<file path="src/rtl/csel_pkg.sv">
package csel_pkg;

    localparam int BASE_W      = 5;
    localparam int CTRL_W      = 16;
    localparam int WAIT_W      = 3;
    localparam int SIZE_W      = 3;
    localparam int MAX_SIZE    = 4;
    localparam int FAST_BASE   = 1;
    localparam int SLOW_BASE   = 2;
    localparam logic [WAIT_W-1:0] WAIT_DTACK = 3'd7;

    typedef enum logic [1:0] {
        DIR_BOTH = 2'd0,
        DIR_RD   = 2'd1,
        DIR_WR   = 2'd2,
        DIR_ANY  = 2'd3
    } dir_e;

    typedef enum logic [1:0] {
        LANE_WORD = 2'd0,
        LANE_LOW  = 2'd1,
        LANE_HIGH = 2'd2,
        LANE_OFF  = 2'd3
    } lane_e;

    typedef struct packed {
        logic              strobe_ds;
        lane_e             lane;
        dir_e              dir;
        logic [WAIT_W-1:0] wait_code;
        logic [SIZE_W-1:0] size;
        logic [BASE_W-1:0] base;
    } csel_ctrl_t;

    typedef enum logic [2:0] {
        ST_IDLE,
        ST_COUNT,
        ST_TMO,
        ST_DONE,
        ST_STALL
    } cyc_state_e;

    localparam csel_ctrl_t BOOT_CTRL = '{
        strobe_ds: 1'b0, lane: LANE_WORD, dir: DIR_RD,
        wait_code: 3'd6, size: 3'd4, base: '0
    };

    localparam csel_ctrl_t OFF_CTRL = '{
        strobe_ds: 1'b0, lane: LANE_OFF, dir: DIR_BOTH,
        wait_code: 3'd0, size: 3'd0, base: '0
    };

    // Region test: upper address bits against base, low bits masked by size
    function automatic logic region_hit(csel_ctrl_t c, logic [BASE_W-1:0] a_hi);
        logic [SIZE_W-1:0] sz;
        logic [BASE_W-1:0] care;
        sz   = (c.size > SIZE_W'(MAX_SIZE)) ? SIZE_W'(MAX_SIZE) : c.size;
        care = {BASE_W{1'b1}} << sz;
        return ((a_hi ^ c.base) & care) == '0;
    endfunction

    // Direction or byte-lane breach of a restricted channel
    function automatic logic access_bad(csel_ctrl_t c, logic rnw, logic uds_n, logic lds_n);
        logic dir_bad;
        logic lane_bad;
        dir_bad  = (c.dir == DIR_RD && !rnw) || (c.dir == DIR_WR && rnw);
        lane_bad = (c.lane == LANE_LOW && !uds_n) || (c.lane == LANE_HIGH && !lds_n);
        return dir_bad || lane_bad;
    endfunction

    function automatic logic strobe_live(logic use_ds, logic as_n, logic uds_n, logic lds_n);
        return use_ds ? (!uds_n || !lds_n) : !as_n;
    endfunction

endpackage

</file>
<file path="src/rtl/csel_regfile.sv">
module csel_regfile
    import csel_pkg::*;
#(
    parameter int NUM_CH = 8,
    parameter int SEL_W  = 3
) (
    input  logic                          clk,
    input  logic                          rst,
    input  logic                          we,
    input  logic [SEL_W-1:0]              sel,
    input  logic [CTRL_W-1:0]             wdata,
    output csel_ctrl_t [NUM_CH-1:0]       ctrl
);

    localparam int BOOT_CH = NUM_CH - 1;

    for (genvar i = 0; i < NUM_CH; i++) begin : g_ch
        localparam csel_ctrl_t RST_VAL = (i == BOOT_CH) ? BOOT_CTRL : OFF_CTRL;
        always_ff @(posedge clk) begin
            if (rst) begin
                ctrl[i] <= RST_VAL;
            end else if (we && sel == SEL_W'(i)) begin
                ctrl[i] <= csel_ctrl_t'(wdata);
            end
        end
    end

endmodule

</file>
<file path="src/rtl/csel_decode.sv">
module csel_decode
    import csel_pkg::*;
#(
    parameter int NUM_CH = 8
) (
    input  csel_ctrl_t [NUM_CH-1:0] ctrl,
    input  logic [BASE_W-1:0]       a_hi,
    input  logic                    rnw,
    input  logic                    as_n,
    input  logic                    uds_n,
    input  logic                    lds_n,
    output logic [NUM_CH-1:0]       cs_n,
    output logic                    any_hit,
    output logic                    win_bad,
    output logic                    win_live,
    output logic                    win_ds,
    output logic [WAIT_W-1:0]       win_wait
);

    logic [NUM_CH-1:0] hit;
    logic [NUM_CH-1:0] grant;
    csel_ctrl_t        win_ctrl;

    for (genvar i = 0; i < NUM_CH; i++) begin : g_hit
        assign hit[i] = (ctrl[i].lane != LANE_OFF) && region_hit(ctrl[i], a_hi);
    end

    // Fixed priority: lowest channel index wins
    always_comb begin
        logic found;
        grant = '0;
        found = 1'b0;
        for (int i = 0; i < NUM_CH; i++) begin
            if (hit[i] && !found) begin
                grant[i] = 1'b1;
                found    = 1'b1;
            end
        end
    end

    always_comb begin
        win_ctrl = '0;
        for (int i = 0; i < NUM_CH; i++) begin
            if (grant[i]) begin
                win_ctrl = csel_ctrl_t'(win_ctrl | ctrl[i]);
            end
        end
    end

    assign any_hit  = |hit;
    assign win_bad  = access_bad(win_ctrl, rnw, uds_n, lds_n);
    assign win_live = strobe_live(win_ctrl.strobe_ds, as_n, uds_n, lds_n);
    assign win_ds   = win_ctrl.strobe_ds;
    assign win_wait = win_ctrl.wait_code;

    for (genvar i = 0; i < NUM_CH; i++) begin : g_cs
        assign cs_n[i] = !(grant[i] && !win_bad && win_live);
    end

endmodule

</file>
<file path="src/rtl/csel_cycle_timer.sv">
module csel_cycle_timer
    import csel_pkg::*;
#(
    parameter int TIMEOUT_CYC = 64
) (
    input  logic              clk,
    input  logic              rst,
    input  logic              soft_rst,
    input  logic              fast_cycle,
    input  logic              wd_en,
    input  logic              dtack_n,
    input  logic              as_n,
    input  logic              uds_n,
    input  logic              lds_n,
    input  logic              any_hit,
    input  logic              win_bad,
    input  logic              win_live,
    input  logic              win_ds,
    input  logic [WAIT_W-1:0] win_wait,
    output logic              ack,
    output logic              berr
);

    localparam int Q_W = $clog2(TIMEOUT_CYC + 8);
    localparam logic [Q_W-1:0] TMO_TGT = Q_W'(TIMEOUT_CYC - 1);

    cyc_state_e     st;
    logic [Q_W-1:0] q;
    logic [Q_W-1:0] tgt;
    logic [Q_W-1:0] base_len;
    logic           dt_mode;
    logic           ds_cap;
    logic           cap_live;
    logic           q_sat;

    assign base_len = fast_cycle ? Q_W'(FAST_BASE) : Q_W'(SLOW_BASE);
    assign cap_live = strobe_live(ds_cap, as_n, uds_n, lds_n);
    assign q_sat    = (q == {Q_W{1'b1}});

    always_ff @(posedge clk) begin
        if (rst || soft_rst) begin
            st      <= ST_IDLE;
            q       <= '0;
            tgt     <= '0;
            dt_mode <= 1'b0;
            ds_cap  <= 1'b0;
            ack     <= 1'b0;
            berr    <= 1'b0;
        end else begin
            ack  <= 1'b0;
            berr <= 1'b0;
            unique case (st)
                ST_IDLE: begin
                    if (any_hit && win_live) begin
                        ds_cap  <= win_ds;
                        q       <= '0;
                        dt_mode <= (win_wait == WAIT_DTACK);
                        if (!win_bad) begin
                            st  <= ST_COUNT;
                            tgt <= (win_wait == WAIT_DTACK) ? base_len
                                                            : base_len + Q_W'(win_wait);
                        end else if (wd_en) begin
                            st  <= ST_TMO;
                            tgt <= TMO_TGT;
                        end else begin
                            st  <= ST_STALL;
                        end
                    end
                end
                ST_COUNT: begin
                    if (!cap_live) begin
                        st <= ST_IDLE;
                    end else begin
                        if (!q_sat) q <= q + 1'b1;
                        if (dt_mode ? (q >= tgt && !dtack_n) : (q == tgt)) begin
                            ack <= 1'b1;
                            st  <= ST_DONE;
                        end
                    end
                end
                ST_TMO: begin
                    if (!cap_live) begin
                        st <= ST_IDLE;
                    end else begin
                        q <= q + 1'b1;
                        if (q == tgt) begin
                            berr <= 1'b1;
                            st   <= ST_DONE;
                        end
                    end
                end
                ST_DONE, ST_STALL: begin
                    if (!cap_live) st <= ST_IDLE;
                end
                default: st <= ST_IDLE;
            endcase
        end
    end

endmodule

</file>
<file path="src/rtl/csel_wait_unit.sv">
module csel_wait_unit
    import csel_pkg::*;
#(
    parameter int NUM_CH      = 8,
    parameter int ADDR_W      = 24,
    parameter int TIMEOUT_CYC = 64
) (
    input  logic                        clk,
    input  logic                        rst,
    input  logic                        soft_rst,
    input  logic                        fast_cycle,
    input  logic                        wd_en,
    input  logic [ADDR_W-1:0]           addr,
    input  logic                        rnw,
    input  logic                        as_n,
    input  logic                        uds_n,
    input  logic                        lds_n,
    input  logic                        dtack_n,
    input  logic                        reg_we,
    input  logic [$clog2(NUM_CH)-1:0]   reg_sel,
    input  logic [CTRL_W-1:0]           reg_wdata,
    output logic [NUM_CH-1:0]           cs_n,
    output logic                        ack,
    output logic                        berr
);

    localparam int SEL_W = $clog2(NUM_CH);

    csel_ctrl_t [NUM_CH-1:0] ctrl;
    logic                    any_hit;
    logic                    win_bad;
    logic                    win_live;
    logic                    win_ds;
    logic [WAIT_W-1:0]       win_wait;

    csel_regfile #(.NUM_CH(NUM_CH), .SEL_W(SEL_W)) u_regs (
        .clk   (clk),
        .rst   (rst),
        .we    (reg_we),
        .sel   (reg_sel),
        .wdata (reg_wdata),
        .ctrl  (ctrl)
    );

    csel_decode #(.NUM_CH(NUM_CH)) u_dec (
        .ctrl     (ctrl),
        .a_hi     (addr[ADDR_W-1 -: BASE_W]),
        .rnw      (rnw),
        .as_n     (as_n),
        .uds_n    (uds_n),
        .lds_n    (lds_n),
        .cs_n     (cs_n),
        .any_hit  (any_hit),
        .win_bad  (win_bad),
        .win_live (win_live),
        .win_ds   (win_ds),
        .win_wait (win_wait)
    );

    csel_cycle_timer #(.TIMEOUT_CYC(TIMEOUT_CYC)) u_tmr (
        .clk        (clk),
        .rst        (rst),
        .soft_rst   (soft_rst),
        .fast_cycle (fast_cycle),
        .wd_en      (wd_en),
        .dtack_n    (dtack_n),
        .as_n       (as_n),
        .uds_n      (uds_n),
        .lds_n      (lds_n),
        .any_hit    (any_hit),
        .win_bad    (win_bad),
        .win_live   (win_live),
        .win_ds     (win_ds),
        .win_wait   (win_wait),
        .ack        (ack),
        .berr       (berr)
    );

endmodule

</file>
<file path="config.mk">
export PLATFORM = sky130hd
export DESIGN_NAME = csel_wait_unit
export DESIGN_NICKNAME = d
export VERILOG_FILES = /design/src/rtl/csel_pkg.sv /design/src/rtl/csel_regfile.sv /design/src/rtl/csel_decode.sv /design/src/rtl/csel_cycle_timer.sv /design/src/rtl/csel_wait_unit.sv
export SDC_FILE = /design/constraint.sdc
export NUM_CORES = 1
export LEC_CHECK = 0
export BUFFER_PORTS_ARGS = -buffer_cell sky130_fd_sc_hd__buf_2
export CELL_PAD_IN_SITES_DETAIL_PLACEMENT = 1
export CELL_PAD_IN_SITES_GLOBAL_PLACEMENT = 1
export CORE_MARGIN = 2
export CORE_UTILIZATION = 47
export CTS_BUF_LIST = sky130_fd_sc_hd__clkbuf_16
export DETAILED_ROUTE_END_ITERATION = 12
export GPL_TIMING_DRIVEN = 0
export PLACE_DENSITY = 0.93
export SLEW_MARGIN = 20
export SYNTH_ARGS = -nofsm -noshare
export SYNTH_HDL_FRONTEND = slang
export SYNTH_SLANG_ARGS = --single-unit
</file>
<file path="constraint.sdc">
create_clock -name clk -period 6.9 [get_ports clk]
set_input_delay 0.345 -clock clk [delete_from_list [all_inputs] [get_ports clk]]
set_output_delay 0.345 -clock clk [all_outputs]
set_load 0.01 [all_outputs]
</file>
==> results.cfg <==
[clocking]
cts_resized = 0
cts_tree = built
clk_pin_slew_ps = 60
holdBufCountCts = 0
clock_path_buffers = 2
root_buffer = clkbuf_16
cts_buffers = 17
post_cts_buffers = 0
clock-sinks = 147
clk_latency_ps = 450
cts-htree-levels = 4

[global_routing]
grt_max_degree = 17
track_usage_pct = 31.5
grt_pass1_vias = 7502
grt_pass1_wl_um = 39800
grt-ovfl-total = 0
antenna_found_initial = 0

[sta]
layout_min_cycle_time_ps = 4600
slew_headroom_pct = 30.5
final-setup-viol-count = 0
skew_ps = 10.7
worst_pin_slew_ps = 1040
slew_viol_final = 0
fin_tns_setup_ps = 0
timing.fmax_mhz = 217
rsz0062_at_grt = false
timing_hold_violations_final = 0
post-route-period-util_pct = 66.7

[critical_path]
arrival_ps = 4260
critical_path_class = flip-flop to output pin
critPathBufInv = 2
critPathMaxFanout = 8
crit_path_max_incr_delay_ps = 910
cp_slowest_cell = o41ai_2
start_kind = flip-flop
cp_cell_sequence = xnor2_1 -> nor2_1 -> o41ai_2 -> and2_1 -> nor3b_1 -> a21oi_1 -> o2111ai_1 -> and4b_4 -> and2_1 -> buf_2 -> nand3_1 -> buf_2
end_kind = output pin
required_ps = 6550
cp_top_family = simple AND/OR/NAND/NOR gates
r2r_setup_slack_ps = 2680

[layout]
areaGrowthSynthToFinish_pct = 11.8
regArea_um2 = 2940
multi_input_area_um2 = 3940
diodes = 0
nFillCells = 1899
design_area_um2 = 8120
fin_nets = 1044
drive_above_1_share_pct = 9.77

[routing]
wl_um = 25300
first_pass_iters = 5
ant_nets = 0
wl_per_cell_um = 21.4
num_vias = 7309
via_per_inst = 6.19
drc = 0
drtIter0Drc = 426

[synthesis]
synth_top_area_cell = dfxtp_1
ys_types = 76
synth_seq_cells = 147
ys.warnings.count = 0
synth-edff-count = 0
syn_area_per_cell_um2 = 7.72
yosysMostFrequentCell = nand2_1
synth_nets = 1004
synth_area_um2 = 7260
ys_top_cells_by_count = nand2_1, dfxtp_1, a21oi_1
syn_inst = 940
ys_async_sr_fraction_pct = 0
yosysSeqAreaShare_pct = 40.5
synthFlopType = dfxtp_1
yosysTopAreaCellShare_pct = 40.5
synthTopCellsByArea = dfxtp_1, nand2_1, a21oi_1

[power_and_ir_drop]
power_mw = 1.94
seq_power_share_pct = 45.4
p_sw_share_pct = 28.4
p_sw_mw = 0.552
p_per_area_nw_per_um2 = 240
combinationalPowerShare_pct = 10.8
irDropWorstVdd_mv = 0.224
power.share.clock_pct = 43.7
leakagePower_nw = 2.90
p_int_mw = 1.39

[die]
start_util_pct = 47.9
coreArea_um2 = 15100
num_rows = 45
ios = 64
die_area_um2 = 16500
fp.dieW_um = 128
die_h_um = 128

[placement]
hpwl_um = 17400
placed_cell_area_um2 = 7600
place.gp.congestion = 0.891
io_buffer_count = 21

[hold_path]
min_path_type = primary input to flip-flop

[flow_run]
drv_cap = 0

[outcome]
outcome = complete, no violations
## power groups by stage
stage	clock (mW)	sequential (mW)	combinational, mW
final	0.851	0.883	0.210
after global routing	0.882	0.885	0.228
after CTS	0.846	0.883	0.207
after detailed placement	0	0.901	0.201
after global placement	0	0.900	0.194
after floorplan	0	0.897	0.142
## cell type report
class,count,area share [%]
buffer,63,3.68
sequential,147,36.3
tap,188,2.90
timing repair buffer,21,1.29
clock inverter,15,1.16
clock buffer,17,5.24
inverter,21,0.971
multi-input combinational,709,48.5
## layout by cell type (no fill, tap or decap), types with 5 or more instances in the layout
| cell type | count |
|---|---|
| nand2b_1 | 5 |
| nand3b_1 | 17 |
| a21oi_1 | 127 |
| dfxtp_1 | 147 |
| nand2_1 | 285 |
| nor2_1 | 31 |
| clkbuf_16 | 17 |
| a32oi_1 | 5 |
| clkbuf_1 | 35 |
| or3_1 | 7 |
| xor2_1 | 15 |
| clkbuf_2 | 16 |
| a221oi_1 | 7 |
| mux2i_1 | 6 |
| a211o_1 | 8 |
| o21ai_0 | 12 |
| nand3_1 | 30 |
| and2_1 | 9 |
| nor3_1 | 10 |
| nor2b_1 | 5 |
| xnor2_1 | 25 |
| a211oi_1 | 6 |
| a2bb2oi_1 | 5 |
| buf_2 | 25 |
| inv_1 | 24 |
| ha_1 | 9 |
| o2111ai_1 | 5 |
| a31oi_1 | 8 |
## worst paths after layout
| path | cells after the start | to | start |
|---|---|---|---|
| max reg2reg | 12 | u_tmr.tgt[1] | u_regs.ctrl[65] |
| max | 12 | cs_n[5] | u_regs.ctrl[65] |
| min reg2reg | 2 | u_regs.ctrl[111] | u_regs.ctrl[111] |
| min | 3 | u_tmr.ds_cap | as_n |
## cell families after synthesis
kind of cell               after synthesis  share of synthesized area (%)
and+or+nand+nor                        421                           25.5
AOI/OAI and AO/OA                      228                           20.6
DFF                                    147                           40.5
buffers and inverters                   84                           5.21
xor gates and xnor gates                41                           5.05
adders and majority gates               10                           1.83
muxes                                    9                           1.29
## sequential cells by signal (all words and copies together), names as in the netlist
register and flops:
u_tmr.tgt 5, u_regs.ctrl 128, u_tmr.ack 1, u_tmr.st 3, u_tmr.ds_cap 1, u_tmr.berr 1
u_tmr.q 7, u_tmr.dt_mode 1
## worst reg2reg max path, delay by kind of cell, from the launching register on
| family | cells | cell delay, ps |
|---|---|---|
| AOI/OAI and AO/OA | 5 | 2440 |
| xor gates and xnor gates | 1 | 180 |
| adders and majority gates | 2 | 630 |
| buffers and inverters | 1 | 70 |
| DFF | 1 | 320 |
| muxes | 1 | 270 |
| and+or+nand+nor | 2 | 200 |
## stage by stage
| stage | hold slack (ps) | utilization (%) | cells | setup slack (ps) |
|---|---|---|---|---|
| floorplan | 432 | - | 940 | 3570 |
| global placement | 437 | 50.2 | 1149 | 2790 |
| detailed placement | 448 | 50.2 | 1149 | 2680 |
| CTS | 209 | 53.6 | 1181 | 2440 |
| global route | 240 | 53.6 | 1181 | 2150 |
| finish | 211 | 53.6 | 1181 | 2300 |
## layer usage
metal | part of all wire [%] | GRT usage [%] | wire (µm)
met1 | 40 | 37.1 | 10200
met5 | 0 | 0 | 0
met3 | 6.1 | 7.35 | 1550
met4 | 4.1 | 15.3 | 1040
met2 | 50 | 54.0 | 12500
Note: power is estimated with default switching activity, not from simulation.
